File: config.mk
export PLATFORM = sky130hd
export DESIGN_NAME = pp_blk_buf
export DESIGN_NICKNAME = d
export VERILOG_FILES = /design/src/rtl/ppbuf_pkg.sv /design/src/rtl/pp_slot.sv /design/src/rtl/pp_addr_ctr.sv /design/src/rtl/pp_blk_buf.sv
export SDC_FILE = /design/constraint.sdc
export NUM_CORES = 1
export LEC_CHECK = 0
export CAP_MARGIN = 30
export CORE_MARGIN = 2
export CORE_UTILIZATION = 45
export CTS_CLUSTER_DIAMETER = 80
export DETAILED_ROUTE_END_ITERATION = 8
export HOLD_SLACK_MARGIN = 0.08
export PLACE_DENSITY = 0.74
export SETUP_SLACK_MARGIN = 0.1
export SYNTH_ARGS = -nofsm -noshare
export SYNTH_HDL_FRONTEND = slang
export SYNTH_SLANG_ARGS = --single-unit
File: constraint.sdc
create_clock -name clk_i -period 4.5 [get_ports clk_i]
set_input_delay 0.9 -clock clk_i [delete_from_list [all_inputs] [get_ports clk_i]]
set_output_delay 0.9 -clock clk_i [all_outputs]
set_load 0.005 [all_outputs]
File: src/rtl/ppbuf_pkg.sv
package ppbuf_pkg;
  typedef enum logic [1:0] {
    SLOT_EMPTY,
    SLOT_FILL,
    SLOT_FULL,
    SLOT_BUSY
  } slot_st_e;

  typedef enum logic [2:0] {
    OP_NOP,
    OP_PUSH,
    OP_PAD,
    OP_CLR,
    OP_ISSUE,
    OP_RETIRE,
    OP_LOAD,
    OP_POP
  } slot_op_e;
endpackage

File: src/rtl/pp_slot.sv
module pp_slot
  import ppbuf_pkg::*;
#(
  parameter int DATA_W = 64,
  parameter int BYTE_W = 8,
  parameter int CNT_W  = 3
) (
  input  logic              clk_i,
  input  logic              rst_ni,
  input  slot_op_e          op_i,
  input  logic              last_i,
  input  logic [BYTE_W-1:0] byte_i,
  input  logic [CNT_W:0]    pad_sh_i,
  input  logic [DATA_W-1:0] word_i,
  output slot_st_e          state_o,
  output logic [DATA_W-1:0] word_o
);
  slot_st_e          st_q;
  logic [DATA_W-1:0] word_q;

  always_ff @(posedge clk_i or negedge rst_ni) begin
    if (!rst_ni) begin
      st_q   <= SLOT_EMPTY;
      word_q <= '0;
    end else begin
      unique case (op_i)
        OP_PUSH: begin
          word_q <= {word_q[DATA_W-BYTE_W-1:0], byte_i};
          st_q   <= last_i ? SLOT_FULL : SLOT_FILL;
        end
        OP_PAD: begin
          // left-align pending bytes, zero fill below
          word_q <= word_q << (BYTE_W * int'(pad_sh_i));
          st_q   <= SLOT_FULL;
        end
        OP_CLR: begin
          word_q <= '0;
          st_q   <= SLOT_EMPTY;
        end
        OP_ISSUE:  st_q <= SLOT_BUSY;
        OP_RETIRE: st_q <= SLOT_EMPTY;
        OP_LOAD: begin
          word_q <= word_i;
          st_q   <= SLOT_FULL;
        end
        OP_POP: begin
          word_q <= word_q << BYTE_W;
          st_q   <= last_i ? SLOT_EMPTY : SLOT_FULL;
        end
        default: ;
      endcase
    end
  end

  assign state_o = st_q;
  assign word_o  = word_q;
endmodule

File: src/rtl/pp_addr_ctr.sv
module pp_addr_ctr #(
  parameter int PAGE_W = 11,
  parameter int BLK_W  = 5,
  parameter int PAGES  = 1888,
  parameter int BLKS   = 32
) (
  input  logic              clk_i,
  input  logic              rst_ni,
  input  logic              load_i,
  input  logic [PAGE_W-1:0] page_i,
  input  logic              inc_i,
  output logic [PAGE_W-1:0] page_o,
  output logic [BLK_W-1:0]  blk_o
);
  localparam logic [PAGE_W-1:0] PAGE_LAST = PAGE_W'(PAGES - 1);
  localparam logic [BLK_W-1:0]  BLK_LAST  = BLK_W'(BLKS - 1);

  logic [PAGE_W-1:0] page_q;
  logic [BLK_W-1:0]  blk_q;

  always_ff @(posedge clk_i or negedge rst_ni) begin
    if (!rst_ni) begin
      page_q <= '0;
      blk_q  <= '0;
    end else if (load_i) begin
      page_q <= page_i;
      blk_q  <= '0;
    end else if (inc_i) begin
      if (blk_q == BLK_LAST) begin
        blk_q  <= '0;
        page_q <= (page_q == PAGE_LAST) ? '0 : page_q + 1'b1;
      end else begin
        blk_q <= blk_q + 1'b1;
      end
    end
  end

  assign page_o = page_q;
  assign blk_o  = blk_q;
endmodule

File: src/rtl/pp_blk_buf.sv
module pp_blk_buf
  import ppbuf_pkg::*;
#(
  parameter int DATA_W = 64,
  parameter int BYTE_W = 8,
  parameter int PAGE_W = 11,
  parameter int BLKS   = 32,
  parameter int PAGES  = 1888,
  localparam int BYTES  = DATA_W / BYTE_W,
  localparam int CNT_W  = $clog2(BYTES),
  localparam int BLK_W  = $clog2(BLKS),
  localparam int ADDR_W = PAGE_W + BLK_W
) (
  input  logic              clk_i,
  input  logic              rst_ni,
  input  logic              start_i,
  input  logic              mode_rd_i,
  input  logic [PAGE_W-1:0] start_page_i,
  input  logic              stop_i,
  input  logic              pad_en_i,
  input  logic              wr_valid_i,
  input  logic [BYTE_W-1:0] wr_byte_i,
  output logic              wr_ack_o,
  input  logic              rd_ready_i,
  output logic              rd_valid_o,
  output logic [BYTE_W-1:0] rd_byte_o,
  output logic              arr_req_o,
  output logic              arr_we_o,
  output logic [ADDR_W-1:0] arr_addr_o,
  output logic [DATA_W-1:0] arr_wdata_o,
  input  logic              arr_done_i,
  input  logic [DATA_W-1:0] arr_rdata_i
);
  localparam int NSLOT = 2;

  slot_st_e          st   [NSLOT];
  slot_op_e          op   [NSLOT];
  logic [DATA_W-1:0] word [NSLOT];

  logic              mode_q, active_q, busy_q, req_q, we_q;
  logic              fill_sel_q, arb_sel_q;
  logic [CNT_W-1:0]  cnt_q;
  logic [ADDR_W-1:0] addr_q;
  logic [PAGE_W-1:0] cur_page;
  logic [BLK_W-1:0]  cur_blk;

  logic start_ok, fill_open, wr_ack, rd_valid, pop, issue, done, cnt_last;
  logic any_full, wr_stop, rd_stop, partial;
  logic [CNT_W:0] pad_sh;

  assign any_full  = (st[0] == SLOT_FULL) || (st[1] == SLOT_FULL);
  assign start_ok  = start_i && !busy_q && !(!mode_q && any_full);
  assign fill_open = (st[fill_sel_q] == SLOT_EMPTY) || (st[fill_sel_q] == SLOT_FILL);
  assign wr_ack    = wr_valid_i && !mode_q && !stop_i && !start_i && fill_open;
  assign rd_valid  = mode_q && (st[fill_sel_q] == SLOT_FULL);
  assign pop       = rd_valid && rd_ready_i && !stop_i && !start_i;
  assign done      = busy_q && arr_done_i;
  assign issue     = !busy_q && !stop_i && !start_i &&
                     (mode_q ? (active_q && st[arb_sel_q] == SLOT_EMPTY)
                             : (st[arb_sel_q] == SLOT_FULL));
  assign cnt_last  = (cnt_q == CNT_W'(BYTES - 1));
  assign wr_stop   = !mode_q && stop_i && !start_i;
  assign rd_stop   = mode_q && stop_i && !start_i;
  assign partial   = (cnt_q != '0);
  assign pad_sh    = (CNT_W+1)'(BYTES) - {1'b0, cnt_q};

  // per-slot operation select; priority order avoids overlap between roles
  always_comb begin
    for (int g = 0; g < NSLOT; g++) begin
      op[g] = OP_NOP;
      if (start_ok) begin
        op[g] = OP_CLR;
      end else if (done && (arb_sel_q == 1'(g))) begin
        op[g] = (mode_q && active_q && !stop_i) ? OP_LOAD : OP_RETIRE;
      end else if (issue && (arb_sel_q == 1'(g))) begin
        op[g] = OP_ISSUE;
      end else if (rd_stop && (st[g] == SLOT_FULL)) begin
        op[g] = OP_CLR;
      end else if (fill_sel_q == 1'(g)) begin
        if (wr_ack)                     op[g] = OP_PUSH;
        else if (pop)                   op[g] = OP_POP;
        else if (wr_stop && partial)    op[g] = pad_en_i ? OP_PAD : OP_CLR;
      end
    end
  end

  for (genvar g = 0; g < NSLOT; g++) begin : g_slot
    pp_slot #(
      .DATA_W(DATA_W),
      .BYTE_W(BYTE_W),
      .CNT_W (CNT_W)
    ) u_slot (
      .clk_i   (clk_i),
      .rst_ni  (rst_ni),
      .op_i    (op[g]),
      .last_i  (cnt_last),
      .byte_i  (wr_byte_i),
      .pad_sh_i(pad_sh),
      .word_i  (arr_rdata_i),
      .state_o (st[g]),
      .word_o  (word[g])
    );
  end

  pp_addr_ctr #(
    .PAGE_W(PAGE_W),
    .BLK_W (BLK_W),
    .PAGES (PAGES),
    .BLKS  (BLKS)
  ) u_addr (
    .clk_i (clk_i),
    .rst_ni(rst_ni),
    .load_i(start_ok),
    .page_i(start_page_i),
    .inc_i (done),
    .page_o(cur_page),
    .blk_o (cur_blk)
  );

  always_ff @(posedge clk_i or negedge rst_ni) begin
    if (!rst_ni) begin
      mode_q     <= 1'b0;
      active_q   <= 1'b0;
      fill_sel_q <= 1'b0;
      cnt_q      <= '0;
    end else if (start_ok) begin
      mode_q     <= mode_rd_i;
      active_q   <= mode_rd_i;
      fill_sel_q <= 1'b0;
      cnt_q      <= '0;
    end else begin
      if (wr_ack || pop) begin
        cnt_q <= cnt_q + 1'b1;
        if (cnt_last) fill_sel_q <= ~fill_sel_q;
      end else if (wr_stop && partial) begin
        cnt_q <= '0;
        if (pad_en_i) fill_sel_q <= ~fill_sel_q;
      end
      if (rd_stop) begin
        active_q <= 1'b0;
        cnt_q    <= '0;
      end
    end
  end

  always_ff @(posedge clk_i or negedge rst_ni) begin
    if (!rst_ni) begin
      busy_q    <= 1'b0;
      req_q     <= 1'b0;
      we_q      <= 1'b0;
      arb_sel_q <= 1'b0;
      addr_q    <= '0;
    end else begin
      req_q <= issue;
      if (start_ok) begin
        arb_sel_q <= 1'b0;
      end else if (issue) begin
        busy_q <= 1'b1;
        we_q   <= !mode_q;
        addr_q <= {cur_page, cur_blk};
      end else if (done) begin
        busy_q    <= 1'b0;
        arb_sel_q <= ~arb_sel_q;
      end
    end
  end

  assign wr_ack_o    = wr_ack;
  assign rd_valid_o  = rd_valid;
  assign rd_byte_o   = word[fill_sel_q][DATA_W-1 -: BYTE_W];
  assign arr_req_o   = req_q;
  assign arr_we_o    = we_q;
  assign arr_addr_o  = addr_q;
  assign arr_wdata_o = word[arb_sel_q];
endmodule

After elaboration in Yosys (flattened, before gate mapping)
Index checks and enable logic that the tools add are counted.
Word-level totals
  output and inout bits: 92
  word-level logic and storage cells: 169
  register bits after elaboration: 174
  ROM bits: 0
  bits in writable memories: 0
  input bits: 92
  memories kept: 0
  latch bits: 0
Cells by class
  multiplexer cells: 57
  reduce and logical (&&, ||, !) cells: 60
  multiply operators: 0
  shift operators: 2
  bitwise operators: 5
  add/sub/neg operators: 4
  $lt $le $gt $ge: 2
  divide/modulo/power cells: 0
  equal/unequal tests: 24
Operators by type and width (number)
  64-bit case mux with 5 select lines: 2
  64-bit two-way mux: 6
  64-bit by 7-bit left shift with 64-bit output: 2
  3-bit two-way mux: 16
  11-bit two-way mux: 4
  1-bit logical AND: 29
  3-bit equality test, second input constant: 9
  2-bit two-way mux: 10
  2-bit case mux with 5 select lines: 2
  5-bit nonzero test: 4
  5-bit two-way mux: 3
  1-bit two-way mux: 14
  3-bit by 2-bit equality test with 1-bit output, second input constant: 4
  11-bit by 1-bit adder with 11-bit output, second input constant: 1
  11-bit equality test, second input constant: 1
  3-bit nonzero test: 3
  2-bit equality test, second input constant: 4
  2-bit AND reduction: 4
  2-bit nonzero test: 4
  2-bit OR reduction: 4
  3-bit by 1-bit equality test with 1-bit output, second input constant: 2
  5-bit by 1-bit adder with 5-bit output, second input constant: 1
  5-bit equality test, second input constant: 1
  1-bit zero test: 5
  12 further kinds: 19

Longest topological paths before layout
  depth in word-level cells: 19
  depth in mapped cells: 15
  mapped depth without buffers: 9

Hierarchy
A second synthesis with hierarchy kept.
Unflattened totals
  cell total of the unflattened synthesis: 1676
  area, all modules: 15132.0 um^2
By module, submodules not included
  pp_slot: instances 2, seq. area each 1651.6 um^2, cells an instance 671, area an instance 5896.9 um^2
  pp_blk_buf: instances 1, seq. area each 650.6 um^2, cells an instance 223, area an instance 2359.8 um^2
  pp_addr_ctr: instances 1, seq. area each 400.4 um^2, cells an instance 111, area an instance 978.4 um^2

Worst setup path after synthesis
No wires, ideal clock.
  path type: register to register
  start: reg cnt_q[0]
  end: reg g_slot[0].u_slot.word_q[35]
  cell stages (with the launch flop): 15
  buffers on the path: 5
  required time: 4368 ps
  period minus slack after synthesis: 3357 ps
  arrival: 3225 ps
  library setup time: 132 ps
  path slack: 1143 ps
  cells stage by stage: dfrtp_1 > clkbuf_1 > inv_1 > clkbuf_1 > clkbuf_1 > ha_1 > ha_1 > or4b_4 > o2bb2ai_1 > o2111a_1 > nor4_4 > buf_4 > buf_4 > a221oi_1 > a21oi_1
Between the ends
  word-level cells in the longest chain between the ends: 12
  elaborated cells on any way between the ends: 19
  those cells by class: add/sub: 1; eq/ne: 5; shift: 1; mux: 9; reduce/logical: 3
Ends and longest elaborated chain
  start: declaration: RTL line pp_blk_buf.sv:42  | logic [CNT_W-1:0] cnt_q;
  start signal: assignment: RTL line pp_blk_buf.sv:133  | cnt_q <= cnt_q + 1'b1;
  3-bit nonzero test: RTL line pp_blk_buf.sv:64  | assign partial = (cnt_q != '0);
  1-bit logical AND: RTL line pp_blk_buf.sv:82  | else if (wr_stop && partial) op[g] = pad_en_i ? OP_PAD : OP_CLR;
  2-bit two-way mux: RTL line pp_blk_buf.sv:82
  3-bit two-way mux: RTL line pp_blk_buf.sv:81  | else if (pop) op[g] = OP_POP;
  3-bit two-way mux: RTL line pp_blk_buf.sv:80  | if (wr_ack) op[g] = OP_PUSH;
  3-bit two-way mux: RTL line pp_blk_buf.sv:79  | end else if (fill_sel_q == 1'(g)) begin
  3-bit two-way mux: RTL line pp_blk_buf.sv:77  | end else if (rd_stop && (st[g] == SLOT_FULL)) begin
  3-bit two-way mux: RTL line pp_blk_buf.sv:75  | end else if (issue && (arb_sel_q == 1'(g))) begin
  3-bit two-way mux: RTL line pp_blk_buf.sv:73  | end else if (done && (arb_sel_q == 1'(g))) begin
  3-bit two-way mux: RTL line pp_blk_buf.sv:71  | if (start_ok) begin
  3-bit equality test, or another cell as far along: RTL line pp_slot.sv:26  | unique case (op_i)
  64-bit case mux with 5 select lines or 5-bit nonzero test (tied branches)
  end signal: assignment: RTL line pp_slot.sv:28  | word_q <= {word_q[DATA_W-BYTE_W-1:0], byte_i};
  end signal: assignment: RTL line pp_slot.sv:33  | word_q <= word_q << (BYTE_W * int'(pad_sh_i));
  end signal: assignment: RTL line pp_slot.sv:43  | word_q <= word_i;
  end: declaration: RTL line pp_slot.sv:19  | logic [DATA_W-1:0] word_q;
Several ways; a longest one is shown, not always the timed one.
A chain may end at the register's enable or synchronous reset.

Worst setup path in the final report
  start: in start_i
  end: out wr_ack_o
Between the ends
  word-level cells in the longest chain between the ends: 3
Ends and longest elaborated chain
  start: declaration: RTL line pp_blk_buf.sv:16  | input logic start_i,
  1-bit zero test: RTL line pp_blk_buf.sv:54  | assign wr_ack = wr_valid_i && !mode_q && !stop_i && !start_i && fill_open;
  1-bit logical AND (2 in a row): RTL line pp_blk_buf.sv:54
  end: declaration: RTL line pp_blk_buf.sv:23  | output logic wr_ack_o,
Every way passes these cells.

==> impl_metrics.json <==
{
  "status": "complete, no violations",
  "drtAntennaViolNets": 0,
  "cp_data_required_time_ns": 3.60,
  "dr.pass1.iters": 6,
  "final_util_pct": 56.08,
  "synthCells": 1529,
  "drc_errors": 0,
  "post_cts_buffers": 0,
  "cp_max_fo": 10,
  "grt_max_degree": 85,
  "root_buffer": "clkbuf_16",
  "crit_top_cell": "clkdlybuf4s50_1",
  "slew_violations": 0,
  "min_period_ns": 3.612,
  "drv_cap": 0,
  "startpoint_type": "primary input",
  "clockBufferDepth": 2,
  "antenna_found_initial": 3,
  "hpwlAfterDp_mm": 35.86,
  "synth_common_cells": "nand2_1, dfrtp_1, nor2_1",
  "grt_pass1_wl_mm": 82.71,
  "rows": 61,
  "rsz0062_at_grt": "no",
  "yosysTopAreaCell": "dfrtp_1",
  "async_reset_ff_share_pct": 100.0,
  "ys_top_cells_by_area": "dfrtp_1, nand2_1, mux2i_1",
  "drive_above_1_share_pct": 10.82,
  "post_cts_resized": 0,
  "cp_top_family": "buffers and inverters",
  "fin_nets": 1731,
  "yosysWarnings": 0,
  "synth_area_per_cell_um2": 8.388,
  "globalRouteOverflowTotal": 0,
  "peakVddDrop_mv": 0.4532,
  "setup_viol": 0,
  "worst_slack_ns": 0.8878,
  "whs_ns": 0.4719,
  "tightest_slew_ns": 1.108,
  "io_pins": 184,
  "gp_congestion": 0.9571,
  "clk_latency_ns": 0.44,
  "slew_headroom_pct": 25.86,
  "hold_path_class": "reg2reg",
  "period_share_pct": 80.27,
  "critPathBufInv": 2,
  "fp.coreArea_mm2": 0.02793,
  "routed_wl_mm": 53.69,
  "wl_per_cell_um": 26.52,
  "leakage_nw": 5.644,
  "htreeDepth": 4,
  "synth_edf_count": 0,
  "post_dp_cell_area_mm2": 0.01508,
  "via_per_inst": 6.919,
  "grtUsageTotal_pct": 35.18,
  "netlist_area_mm2": 0.01282,
  "initial_core_util_pct": 45.91,
  "fill_cells": 2614,
  "worst_clock_skew_ns": 0.01144,
  "ys_ff_latch": 174,
  "synth_top_area_share_pct": 33.95,
  "worst_setup_path_end_kind": "output pin",
  "critical_path.cell_chain": "clkdlybuf4s50_1 -> nor4b_1 -> and2_1 -> clkdlybuf4s50_1",
  "yosysSeqAreaShare_pct": 33.95,
  "cts-buffers-inserted": 17,
  "fin_setup_tns_ns": 0,
  "cts_sinks": 174,
  "synth_fp_nets": 1628,
  "die_x_um": 172.8,
  "synth_flop_cell": "dfrtp_1",
  "hold_violations": 0,
  "clk_pin_slew_ns": 0.07,
  "drtIter0Drc": 2012,
  "cts_tree": "built",
  "ctsHoldBuffers": 0,
  "synth_most_common_cell": "nand2_1",
  "pwr_density_cell_mw_per_mm2": 765.8,
  "fin_area_mm2": 0.01567,
  "grt_pass1_vias": 13420,
  "cp_slowest_cell": "clkdlybuf4s50_1",
  "ys_types": 68,
  "io_buffers": 183,
  "area.growth.synth_to_final_pct": 22.15,
  "cp.arrival_ns": 2.71,
  "die_y_um": 172.8,
  "dp_slack_ns": 0.5705,
  "crit_type": "in2out",
  "cpPeakStageDelay_ns": 0.55,
  "vias": 14000,
  "fmax_mhz": 276.8,
  "dieArea_mm2": 0.02987
}
[logic make-up after synthesis]
logic type / share of synthesized area [%]
adder cells (fa/ha/maj): 0.6829
buffers and inverters: 5.698
multiplexers: 14.29
flip-flops: 33.95
AO/OA/AOI/OAI: 28.49
AND/OR/NAND/NOR: 16.82
XOR/XNOR: 0.06831
[routing by layer]
metal / GRT usage, % / vias to the layer above / wire (µm) / part of all wire [%]
li1: - / 6010 / - / -
met1: 45.45 / 6800 / 20350 / 38
met2: 56.77 / 976 / 24910 / 46
met3: 6.398 / 214 / 5232 / 9.7
met4: 17.41 / 4 / 3170 / 5.9
met5: 0 / - / 22 / 0.041
[flip-flops by register name (all words and copies together), names as in the netlist, 3 cells and up]
register,flops
g_slot.u_slot.word_o,128
g_slot.u_slot.state_o,4
u_addr.page_o,11
cnt_q,3
u_addr.blk_o,5
arr_addr_o,16
[area by class of cell]
class                   instances  area (µm²)  share of cell area, %
clock buffers                  18       439.2                  2.804
clock inverters                14       126.4                 0.8067
well taps                     378       473.0                  3.019
repair buffers                222        2296                  14.66
flip-flops and latches        174        4357                  27.81
inverters                      40       150.1                 0.9585
diodes                          1       2.502                0.01597
multi-input cells            1177        7821                  49.93
[cell usage in the layout (no fill, tap or decap), types with 4 or more instances in the layout]
master | netlist | final
a21oi_1 | 77 | 77
a221oi_1 | 42 | 42
a222oi_1 | 8 | 8
a22o_1 | 20 | 20
a22oi_1 | 58 | 58
a2bb2oi_1 | 25 | 25
a31oi_1 | 57 | 57
and2_1 | 4 | 4
and3_1 | 9 | 9
and3b_1 | 5 | 5
buf_12 | 0 | 13
buf_4 | 7 | 25
clkbuf_16 | 0 | 17
clkdlybuf4s50_1 | 0 | 182
clkinv_4 | 0 | 4
dfrtp_1 | 174 | 172
ha_1 | 7 | 5
inv_1 | 39 | 39
inv_8 | 0 | 4
mux2_2 | 81 | 81
mux2i_1 | 92 | 92
nand2_1 | 253 | 253
nand2b_1 | 8 | 8
nand3_1 | 9 | 9
nand3b_1 | 5 | 5
nand4_1 | 12 | 12
nor2_1 | 93 | 92
nor2b_1 | 6 | 6
nor3_1 | 51 | 49
nor4_4 | 4 | 4
o211ai_1 | 12 | 12
o21ai_0 | 76 | 76
o221ai_1 | 40 | 40
o22a_1 | 8 | 8
o22ai_1 | 45 | 43
o2bb2ai_1 | 4 | 4
o31ai_1 | 4 | 4
o32ai_1 | 16 | 16
[worst min-delay path, cell delays in order, from the launching register on]
cell	delay (ns)
dfrtp_1	0.34
nand2_1	0.05
nand2_1	0.06
[power breakdown]
group | switching [mW] | internal [mW] | leakage [nW]
logic | 3.81 | 3.16 | 3.24
registers | 1.20 | 2.31 | 2.13
clock network | 0.769 | 0.747 | 0.275
total | 5.78 | 6.21 | 5.64
[worst paths after layout]
check                                                start                                 endpoint  slack, ns  cells past startpoint
worst max-delay path                               start_i                                 wr_ack_o       0.89                      4
worst min-delay path            arr_addr_o[13]$_DFFE_PN0P_               arr_addr_o[13]$_DFFE_PN0P_       0.47                      2
worst max register to register        cnt_q[1]$_DFFE_PN0P_  g_slot[1].u_slot.word_o[43]$_DFFE_PN0P_       1.07                      8
worst min register to register  arr_addr_o[13]$_DFFE_PN0P_               arr_addr_o[13]$_DFFE_PN0P_       0.47                      2
max in group asynchronous                           rst_ni  g_slot[1].u_slot.word_o[32]$_DFFE_PN0P_       3.05                      2
min in group asynchronous                           rst_ni                arr_addr_o[9]$_DFFE_PN0P_       0.51                      1
[metrics by stage]
step | total power [mW] | instances
finish | 12.00 | 2024
global route | 12.57 | 2023
CTS | 11.77 | 2022
detailed placement | 10.25 | 1990
global placement | 10.13 | 1990
floorplan | 7.124 | 1529
(Power assumes the default switching activity.)
